<file path="src/rtl/i2cp_pkg.sv">
package i2cp_pkg;

  typedef enum logic [3:0] {
    ST_IDLE,
    ST_ADDR,
    ST_ADDR_ACK,
    ST_PTR,
    ST_PTR_ACK,
    ST_WDATA,
    ST_WDATA_ACK,
    ST_RDATA,
    ST_RD_ACK
  } eng_state_t;

  localparam int unsigned BYTE_W = 8;

endpackage

</file>
<file path="src/rtl/i2cp_deglitch.sv">
// Two-flop synchronizer followed by a majority vote over a short window.
module i2cp_deglitch #(
  parameter int unsigned WIN = 3
) (
  input  logic clk,
  input  logic rst_n,
  input  logic raw_i,
  output logic flt_o
);
  localparam int unsigned HALF = WIN / 2;

  logic [1:0]     sync_q;
  logic [WIN-1:0] win_q;
  logic           out_q, out_d;

  always_comb begin
    out_d = ($countones(win_q) > HALF);
  end

  always_ff @(posedge clk or negedge rst_n) begin
    if (!rst_n) begin
      sync_q <= '1;
      win_q  <= '1;
      out_q  <= 1'b1;
    end else begin
      sync_q <= {sync_q[0], raw_i};
      win_q  <= {win_q[WIN-2:0], sync_q[1]};
      out_q  <= out_d;
    end
  end

  assign flt_o = out_q;
endmodule

</file>
<file path="src/rtl/i2cp_cond.sv">
// Bus condition and clock edge detection on filtered lines.
module i2cp_cond (
  input  logic clk,
  input  logic rst_n,
  input  logic scl_f,
  input  logic sda_f,
  output logic start_o,
  output logic stop_o,
  output logic rise_o,
  output logic fall_o
);
  logic scl_q, sda_q;

  always_ff @(posedge clk or negedge rst_n) begin
    if (!rst_n) begin
      scl_q <= 1'b1;
      sda_q <= 1'b1;
    end else begin
      scl_q <= scl_f;
      sda_q <= sda_f;
    end
  end

  assign start_o = scl_f & scl_q & sda_q & ~sda_f;
  assign stop_o  = scl_f & scl_q & ~sda_q & sda_f;
  assign rise_o  = scl_f & ~scl_q;
  assign fall_o  = ~scl_f & scl_q;
endmodule

</file>
<file path="src/rtl/i2cp_engine.sv">
// Byte-level protocol engine: address match, pointer, strobes, SDA drive.
module i2cp_engine
  import i2cp_pkg::*;
#(
  parameter int unsigned          AW        = 5,
  parameter logic [AW-1:0]        LAST_ADDR = 5'h13
) (
  input  logic                 clk,
  input  logic                 rst_n,
  input  logic [6:0]           dev_addr,
  input  logic                 sda_f,
  input  logic                 start_i,
  input  logic                 stop_i,
  input  logic                 rise_i,
  input  logic                 fall_i,
  output logic                 sda_pull,
  output logic                 wr_stb,
  output logic [AW-1:0]        wr_addr,
  output logic [BYTE_W-1:0]    wr_data,
  output logic                 rd_stb,
  output logic [AW-1:0]        rd_addr,
  input  logic [BYTE_W-1:0]    rd_data,
  output logic [AW-1:0]        ptr_o
);
  localparam logic [3:0] FULL = 4'(BYTE_W);

  eng_state_t         state_q, state_d;
  logic [3:0]         cnt_q, cnt_d;
  logic [BYTE_W-1:0]  sh_q, sh_d;
  logic [BYTE_W-1:0]  tx_q, tx_d;
  logic [AW-1:0]      ptr_q, ptr_d;
  logic               rw_q, rw_d;
  logic               nack_q, nack_d;
  logic               pull_q, pull_d;
  logic               wst_q, wst_d;
  logic [AW-1:0]      wad_q, wad_d;
  logic [BYTE_W-1:0]  wdt_q, wdt_d;
  logic               fetch;

  function automatic logic [AW-1:0] bump(input logic [AW-1:0] p);
    return (p == LAST_ADDR) ? '0 : p + 1'b1;
  endfunction

  always_comb begin
    state_d = state_q;
    cnt_d   = cnt_q;
    sh_d    = sh_q;
    tx_d    = tx_q;
    ptr_d   = ptr_q;
    rw_d    = rw_q;
    nack_d  = nack_q;
    pull_d  = pull_q;
    wst_d   = 1'b0;
    wad_d   = wad_q;
    wdt_d   = wdt_q;
    fetch   = 1'b0;

    unique case (state_q)
      ST_ADDR, ST_PTR, ST_WDATA: begin
        if (rise_i && (cnt_q < FULL)) begin
          sh_d  = {sh_q[BYTE_W-2:0], sda_f};
          cnt_d = cnt_q + 4'd1;
        end else if (fall_i && (cnt_q == FULL)) begin
          if (state_q == ST_ADDR) begin
            if (sh_q[7:1] == dev_addr) begin
              rw_d    = sh_q[0];
              pull_d  = 1'b1;
              state_d = ST_ADDR_ACK;
            end else begin
              state_d = ST_IDLE;
            end
          end else if (state_q == ST_PTR) begin
            ptr_d   = sh_q[AW-1:0];
            pull_d  = 1'b1;
            state_d = ST_PTR_ACK;
          end else begin
            wst_d   = 1'b1;
            wad_d   = ptr_q;
            wdt_d   = sh_q;
            ptr_d   = bump(ptr_q);
            pull_d  = 1'b1;
            state_d = ST_WDATA_ACK;
          end
        end
      end
      ST_ADDR_ACK: begin
        if (fall_i) begin
          if (rw_q) begin
            fetch = 1'b1;
          end else begin
            pull_d  = 1'b0;
            cnt_d   = '0;
            state_d = ST_PTR;
          end
        end
      end
      ST_PTR_ACK, ST_WDATA_ACK: begin
        if (fall_i) begin
          pull_d  = 1'b0;
          cnt_d   = '0;
          state_d = ST_WDATA;
        end
      end
      ST_RDATA: begin
        if (rise_i) begin
          cnt_d = cnt_q + 4'd1;
        end else if (fall_i) begin
          if (cnt_q == FULL) begin
            pull_d  = 1'b0;
            state_d = ST_RD_ACK;
          end else begin
            tx_d   = {tx_q[BYTE_W-2:0], 1'b0};
            pull_d = ~tx_q[BYTE_W-2];
          end
        end
      end
      ST_RD_ACK: begin
        if (rise_i) begin
          nack_d = sda_f;
        end else if (fall_i) begin
          if (nack_q) begin
            state_d = ST_IDLE;
          end else begin
            fetch = 1'b1;
          end
        end
      end
      default: ;
    endcase

    if (fetch) begin
      tx_d    = rd_data;
      pull_d  = ~rd_data[BYTE_W-1];
      ptr_d   = bump(ptr_q);
      cnt_d   = '0;
      state_d = ST_RDATA;
    end

    if (start_i) begin
      state_d = ST_ADDR;
      cnt_d   = '0;
      pull_d  = 1'b0;
    end else if (stop_i) begin
      state_d = ST_IDLE;
      pull_d  = 1'b0;
    end
  end

  always_ff @(posedge clk or negedge rst_n) begin
    if (!rst_n) begin
      state_q <= ST_IDLE;
      cnt_q   <= '0;
      sh_q    <= '0;
      tx_q    <= '0;
      ptr_q   <= '0;
      rw_q    <= 1'b0;
      nack_q  <= 1'b0;
      pull_q  <= 1'b0;
      wst_q   <= 1'b0;
      wad_q   <= '0;
      wdt_q   <= '0;
    end else begin
      state_q <= state_d;
      cnt_q   <= cnt_d;
      sh_q    <= sh_d;
      tx_q    <= tx_d;
      ptr_q   <= ptr_d;
      rw_q    <= rw_d;
      nack_q  <= nack_d;
      pull_q  <= pull_d;
      wst_q   <= wst_d;
      wad_q   <= wad_d;
      wdt_q   <= wdt_d;
    end
  end

  assign sda_pull = pull_q;
  assign wr_stb   = wst_q;
  assign wr_addr  = wad_q;
  assign wr_data  = wdt_q;
  assign rd_stb   = fetch & ~start_i & ~stop_i;
  assign rd_addr  = ptr_q;
  assign ptr_o    = ptr_q;
endmodule

</file>
<file path="src/rtl/i2c_ptr_target.sv">
module i2c_ptr_target #(
  parameter int unsigned   AW        = 5,
  parameter int unsigned   FILT_WIN  = 3,
  parameter logic [AW-1:0] LAST_ADDR = 5'h13,
  parameter logic [6:0]    DEV_ADDR0 = 7'b0001001,
  parameter logic [6:0]    DEV_ADDR1 = 7'b0001110
) (
  input  logic          clk,
  input  logic          rst_n,
  input  logic          addr_sel,
  input  logic          scl_i,
  input  logic          sda_i,
  output logic          sda_pull,
  output logic          wr_stb,
  output logic [AW-1:0] wr_addr,
  output logic [7:0]    wr_data,
  output logic          rd_stb,
  output logic [AW-1:0] rd_addr,
  input  logic [7:0]    rd_data
);
  localparam int unsigned NLINES = 2;

  logic [1:0]        rst_sync_q;
  logic              rst_int_n;
  logic [NLINES-1:0] raw_lines, flt_lines;
  logic              scl_flt, sda_flt;
  logic              start_det, stop_det, scl_rise, scl_fall;
  logic [6:0]        dev_addr;
  logic [AW-1:0]     cur_ptr;

  always_ff @(posedge clk or negedge rst_n) begin
    if (!rst_n) rst_sync_q <= '0;
    else        rst_sync_q <= {rst_sync_q[0], 1'b1};
  end
  assign rst_int_n = rst_sync_q[1];

  assign raw_lines = {sda_i, scl_i};

  for (genvar g = 0; g < NLINES; g++) begin : g_line
    i2cp_deglitch #(.WIN(FILT_WIN)) u_flt (
      .clk   (clk),
      .rst_n (rst_int_n),
      .raw_i (raw_lines[g]),
      .flt_o (flt_lines[g])
    );
  end

  assign scl_flt  = flt_lines[0];
  assign sda_flt  = flt_lines[1];
  assign dev_addr = addr_sel ? DEV_ADDR1 : DEV_ADDR0;

  i2cp_cond u_cond (
    .clk     (clk),
    .rst_n   (rst_int_n),
    .scl_f   (scl_flt),
    .sda_f   (sda_flt),
    .start_o (start_det),
    .stop_o  (stop_det),
    .rise_o  (scl_rise),
    .fall_o  (scl_fall)
  );

  i2cp_engine #(.AW(AW), .LAST_ADDR(LAST_ADDR)) u_eng (
    .clk      (clk),
    .rst_n    (rst_int_n),
    .dev_addr (dev_addr),
    .sda_f    (sda_flt),
    .start_i  (start_det),
    .stop_i   (stop_det),
    .rise_i   (scl_rise),
    .fall_i   (scl_fall),
    .sda_pull (sda_pull),
    .wr_stb   (wr_stb),
    .wr_addr  (wr_addr),
    .wr_data  (wr_data),
    .rd_stb   (rd_stb),
    .rd_addr  (rd_addr),
    .rd_data  (rd_data),
    .ptr_o    (cur_ptr)
  );
endmodule

</file>
<file path="config.mk">
export PLATFORM = sky130hd
export DESIGN_NAME = i2c_ptr_target
export DESIGN_NICKNAME = d
export VERILOG_FILES = /design/src/rtl/i2cp_pkg.sv /design/src/rtl/i2cp_deglitch.sv /design/src/rtl/i2cp_cond.sv /design/src/rtl/i2cp_engine.sv /design/src/rtl/i2c_ptr_target.sv
export SDC_FILE = /design/constraint.sdc
export NUM_CORES = 1
export LEC_CHECK = 0
export BUFFER_PORTS_ARGS = -buffer_cell sky130_fd_sc_hd__buf_2
export CAP_MARGIN = 0
export CORE_MARGIN = 1
export CORE_UTILIZATION = 47
export CTS_CLUSTER_DIAMETER = 30
export DETAILED_ROUTE_END_ITERATION = 8
export HOLD_SLACK_MARGIN = 0.15
export PLACE_DENSITY = 0.78
export SLEW_MARGIN = 20
export SYNTH_ARGS = -nofsm -noshare
export SYNTH_HDL_FRONTEND = slang
export SYNTH_SLANG_ARGS = --single-unit
</file>
<file path="constraint.sdc">
create_clock -name clk -period 2.55 [get_ports clk]
set_input_delay 0.765 -clock clk [delete_from_list [all_inputs] [get_ports clk]]
set_output_delay 0.765 -clock clk [all_outputs]
set_load 0.1 [all_outputs]
</file>
-- Yosys cells after proc, flatten, opt, wreduce, memory -nomap -nowiden
Cells that the tools add are included.
- register bits: 61
- latch bits: 0
- bits in writable memories: 0
- memory bits (read-only): 0
- bits of input ports: 13
- output and inout port bits: 21
- word-level logic and storage cells: 165
- memories: 0
- $add $sub $neg: 6
- multiply operators: 0
- divide/modulo/power cells: 0
- magnitude comparators: 3
- equality and inequality tests: 32
- shift operators: 0
- mux-type cells: 64
- bitwise operators: 20
- reductions and logical operators: 20
- operators with widths (kind ; number):
    two-way mux 4 bit ; 22
    adder 32 x 1 -> 32 bit ; 2
    > comparator 32 x 1 -> 1 bit, second input constant ; 2
    two-way mux 5 bit ; 7
    two-way mux 7 bit ; 5
    inequality test 5 x 1 -> 1 bit, second input constant ; 7
    two-way mux 1 bit ; 23
    case mux 4 bit (5 select lines) ; 1
    == test 4 x 3 -> 1 bit, second input constant ; 4
    inequality test 4 x 1 -> 1 bit, second input constant ; 4
    case mux 4 bit (4 select lines) ; 1
    inequality test 5 x 3 -> 1 bit, second input constant ; 3
    AND reduction 12 bit ; 1
    NOT 1 bit ; 11
    AND reduction 5 bit ; 2
    AND 1 bit ; 9
    AND reduction 9 bit ; 1
    == test 4 x 2 -> 1 bit, second input constant ; 2
    == test 4 bit, second input constant ; 2
    AND reduction 4 bit ; 2
    nonzero test 2 bit ; 4
    nonzero test 8 bit ; 1
    == test 7 x 4 -> 1 bit ; 1
    nonzero test 7 bit ; 1
    other kinds (21) ; 27

-- Depth between registers and ports, before layout
- word-level depth: 10
- gate-level depth with buffers: 8
- mapped depth without buffers: 8

-- Modules after synthesis
A second synthesis with hierarchy kept.
- cells, all modules: 271
- area, all modules: 3081.7 µm²
- modules (own cells, without submodules) (module ; times used ; cells each ; area an instance (µm²) ; sequential area each (µm²)):
    i2cp_engine ; 1 ; 244 ; 2577.5 ; 1126.1
    i2cp_deglitch ; 2 ; 8 ; 177.7 ; 157.7
    i2cp_cond ; 1 ; 6 ; 87.6 ; 52.6
    i2c_ptr_target ; 1 ; 5 ; 61.3 ; 50.0

-- Least setup slack after synthesis
Ideal clock, no wire load.
- path kind: reg2out
- from: reg u_eng.state_q[0]
- to: out rd_stb
- arrival time: 1745 ps
- data required time: 1785 ps
- slack: 40 ps
- cell stages (with the launch flop): 6
- buffers on the path: 1
- path through: dfrtp_1 > buf_4 > nor2_1 > o21ai_1 > or2_2 > inv_1
- longest elaborated chain between the ends: 4
- elaborated cells on any way between the ends: 5
- those cells by class: eq/ne: 2; mux: 1; bitwise: 2
- RTL lines (element ; RTL line ; RTL):
    from (decl) ; i2cp_engine.sv:27 ; eng_state_t state_q, state_d;
    from (signal assigned) ; i2cp_engine.sv:163 ; state_q <= state_d;
    == test 4 bit / == test 4 x 2 -> 1 bit (equally long branches) ; i2cp_engine.sv:58 ; unique case (state_q)
    case mux 1 bit (2 select lines) (*) ; i2cp_engine.sv:58 ;
    AND 1 bit (*) (2 in series) ; i2cp_engine.sv:181 ; assign rd_stb = fetch & ~start_i & ~stop_i;
    to (decl) ; i2c_ptr_target.sv:17 ; output logic rd_stb,
Mark *: on every way between the ends. The rest lies on a longest branch, timed or not.

-- Worst setup path in the final report
- from: reg u_eng.state_q[3]
- to: out rd_stb
The elaborated chain is that of the path after synthesis.

==> results.sh <==
export IMPL_yosysWarnings=0
export IMPL_wl_per_cell_um=15.0
export IMPL_p_clk_share_pct=27.6
export IMPL_crit_fanout=6
export IMPL_nets=312
export IMPL_setup_viol=0
export IMPL_final_common_cell="dfrtp_1"
export IMPL_syn_area_per_cell_um2=11.5
export IMPL_fin_crit_ns=2.45
export IMPL_dp_hpwl_um=3880
export IMPL_power_density_nw_per_um2=1010
export IMPL_cp_start_kind="flip-flop"
export IMPL_cts_buffer_depth=2
export IMPL_use_met3_pct=4.55
export IMPL_post_drt_via_cell_ratio=5.52
export IMPL_gp_congestion=0.877
export IMPL_clock_tree_root_cell="clkbuf_8"
export IMPL_syn_cell_area_um2=2880
export IMPL_p_seq_share_pct=38.5
export IMPL_gr_total_overflow=0
export IMPL_synth_nets=268
export IMPL_synth_cells=250
export IMPL_die_area_um2=6430
export IMPL_die_h_um=80.2
export IMPL_grt_util_met1_pct=24.6
export IMPL_grt_pass1_vias=2130
export IMPL_worstSetupEndpointType="output port"
export IMPL_ctsResizeCount=1
export IMPL_timing_rr_start="u_eng.cnt_q[0]"
export IMPL_totalWireLength_um=5630
export IMPL_path_class="reg -> out"
export IMPL_period_share_pct=96.1
export IMPL_fillCellCount=498
export IMPL_port_buffer_count=33
export IMPL_clk_latency_ns=0.33
export IMPL_rows=28
export IMPL_sw_frac_of_total_pct=35.9
export IMPL_grt_busiest_layer="met2"
export IMPL_endpoint="rd_stb"
export IMPL_grt_antenna_before_repair=0
export IMPL_tns_ns=0
export IMPL_hold_class="in -> async"
export IMPL_peakVddDrop_v=0.000548
export IMPL_area_delta_synth_final_pct=17.9
export IMPL_pwr_share_comb_pct=33.9
export IMPL_postRouteAntennaNets=0
export IMPL_post_cts_buffers=0
export IMPL_cts_clk_slew_worst_paths_ns=0.07
export IMPL_synth_edf_count=0
export IMPL_drive_gt1_share_pct=33.4
export IMPL_grt_max_degree=36
export IMPL_synth_seq_cells=61
export IMPL_drt_iter0_markers=123
export IMPL_cts_inserted_buffers=9
export IMPL_cp_arrival_ns=1.69
export IMPL_p_leak_nw=1.58
export IMPL_final_max_slew_viol_count=0
export IMPL_drv_cap=0
export IMPL_cts_max_level=3
export IMPL_reg2reg_to="u_eng.state_q[2]"
export IMPL_synth_seq_area_share_pct=53.7
export IMPL_ios=34
export IMPL_fin_ws_ns=0.0992
export IMPL_synthArstFlopShare_pct=100
export IMPL_timing_fmax_mhz=408
export IMPL_worst_r2r_setup_slack_ns=0.33
export IMPL_gr_usage_met2_pct=32.6
export IMPL_core_um2=5920
export IMPL_clock_sinks=61
export IMPL_grt_pass1_wl_um=9600
export IMPL_first_pass_iters=4
export IMPL_relSlewSlack_pct=50.5
export IMPL_num_vias=2065
export IMPL_hold_buffers=0
export IMPL_layout_common_cells="dfrtp_1, buf_2, o21ai_0"
export IMPL_grt_total_usage_pct=19.7
export IMPL_cts_tree="done"
export IMPL_drc=0
export IMPL_finalHoldViolations=0
export IMPL_timing_reg2reg_worst_path_depth=8
export IMPL_fin_util_pct=57.3
export IMPL_crit_start="u_eng.state_q[3]"
export IMPL_start_util_pct=48.6
export IMPL_synth_cell_types=52
export IMPL_synthFlopType="dfrtp_1"
export IMPL_fin_skew_ns=0.0128
export IMPL_status="finished clean"
export IMPL_intPower_mw=2.20
export IMPL_worstMarginPinSlew_ns=0.742
export IMPL_die_w_um=80.2
export IMPL_grt_setup_unrepaired="no"
export IMPL_pre_cts_ws_ns=0.167
export IMPL_switching_power_mw=1.23
export IMPL_n_antenna_cell=0
export IMPL_required_ns=1.79
-- logic make-up after synthesis --
logic type	synth area share (%)
xor gates and xnor gates	0.609
AOI/OAI and AO/OA	14.7
and+or+nand+nor	15.0
adders and majority gates	2.18
muxes	10.7
buffers and inverters	2.96
DFF	53.7
other	0.130
-- state kept, by name (all words and copies together), names as in the netlist --
signal               cells
u_eng.sh_q               8
u_eng.wr_data            8
u_eng.tx_q               7
g_line.u_flt.win_q       6
u_eng.ptr_o              5
u_eng.wr_addr            5
g_line.u_flt.sync_q      4
u_eng.cnt_q              4
u_eng.state_q            4
g_line.u_flt.flt_o       2
rst_sync_q               2
u_cond.scl_q             1
u_cond.sda_q             1
u_eng.nack_q             1
u_eng.rw_q               1
u_eng.sda_pull           1
u_eng.wr_stb             1
-- stage by stage --
| stage | hold slack, ns | power (mW) | area, µm² | instances |
|---|---|---|---|---|
| after global routing | 0.194 | 3.62 | 3390 | 374 |
| after floorplan | 0.331 | 2.24 | 2880 | 250 |
| after CTS | 0.198 | 3.44 | 3390 | 374 |
| after detailed placement | 0.341 | 2.49 | 3170 | 358 |
| after global placement | 0.336 | 2.45 | 3170 | 358 |
| final | 0.210 | 3.43 | 3390 | 374 |
-- cells in the mapped netlist, types with 2 or more instances --
master	instances	area, µm²
nor3b_1	4	30.0
nand2b_1	4	25.0
a21oi_2	2	17.5
or4b_1	3	30.0
mux2_1	11	124
and3b_1	2	17.5
mux2i_1	2	20.0
inv_1	8	30.0
clkbuf_1	3	11.3
nand3_1	8	40.0
nor2_1	14	52.6
a21oi_1	11	55.1
nor3_1	7	35.0
nor2b_1	3	18.8
nand2_1	17	63.8
a21boi_0	2	15.0
xnor2_1	2	17.5
o31a_1	2	17.5
o21ai_0	19	95.1
dfstp_2	14	368
or2_2	2	12.5
a21o_1	4	30.0
dfrtp_1	47	1180
ha_1	5	62.6
buf_2	5	25.0
o31ai_1	4	30.0
nand3b_1	2	15.0
mux2_2	12	135
mux2_4	2	30.0
o22ai_1	7	43.8
-- cell type report --
class	instances	area [µm²]	area share [%]
clock buffers	12	145	4.28
well taps	75	93.8	2.77
repair buffers	43	255	7.53
inverters	8	30.0	0.886
flip-flops and latches	61	1550	45.6
clock inverters	4	72.6	2.14
multi-input cells	171	1250	36.8
-- how the worst min path moves through the flow --
stage                  start       endpoint  slack (ns)  cells after the start
2_1_floorplan  rst_sync_q[0]  rst_sync_q[1]        0.33                      0
3_3_place_gp   rst_sync_q[0]  rst_sync_q[1]        0.34                      0
3_5_place_dp   rst_sync_q[0]  rst_sync_q[1]        0.34                      0
4_1_cts                rst_n  rst_sync_q[0]        0.20                      1
5_1_grt                rst_n  rst_sync_q[1]        0.19                      1
6_report               rst_n  rst_sync_q[0]        0.21                      1
-- power groups by stage --
stage	clock network, mW	registers (mW)	logic (mW)
global route	0.998	1.35	1.28
CTS	0.955	1.32	1.16
finish	0.946	1.32	1.16
detailed placement	0	1.34	1.15
global placement	0	1.32	1.12
floorplan	0	1.45	0.796
-- routing by layer --
layer,routed length [µm],vias up,part of all wire [%]
met5,0,-,0
met4,89,0,1.6
met3,225,11,4.0
met2,2730,48,49
met1,2580,1016,46
li1,-,990,-
-- critical path, cell delays in order (launching register included) --
cell	delay, ns
dfrtp_1	0.43
and3b_1	0.25
o21ai_1	0.11
or2_4	0.28
inv_2	0.11
buf_12	0.18
Power figures use the tool's default switching activity.
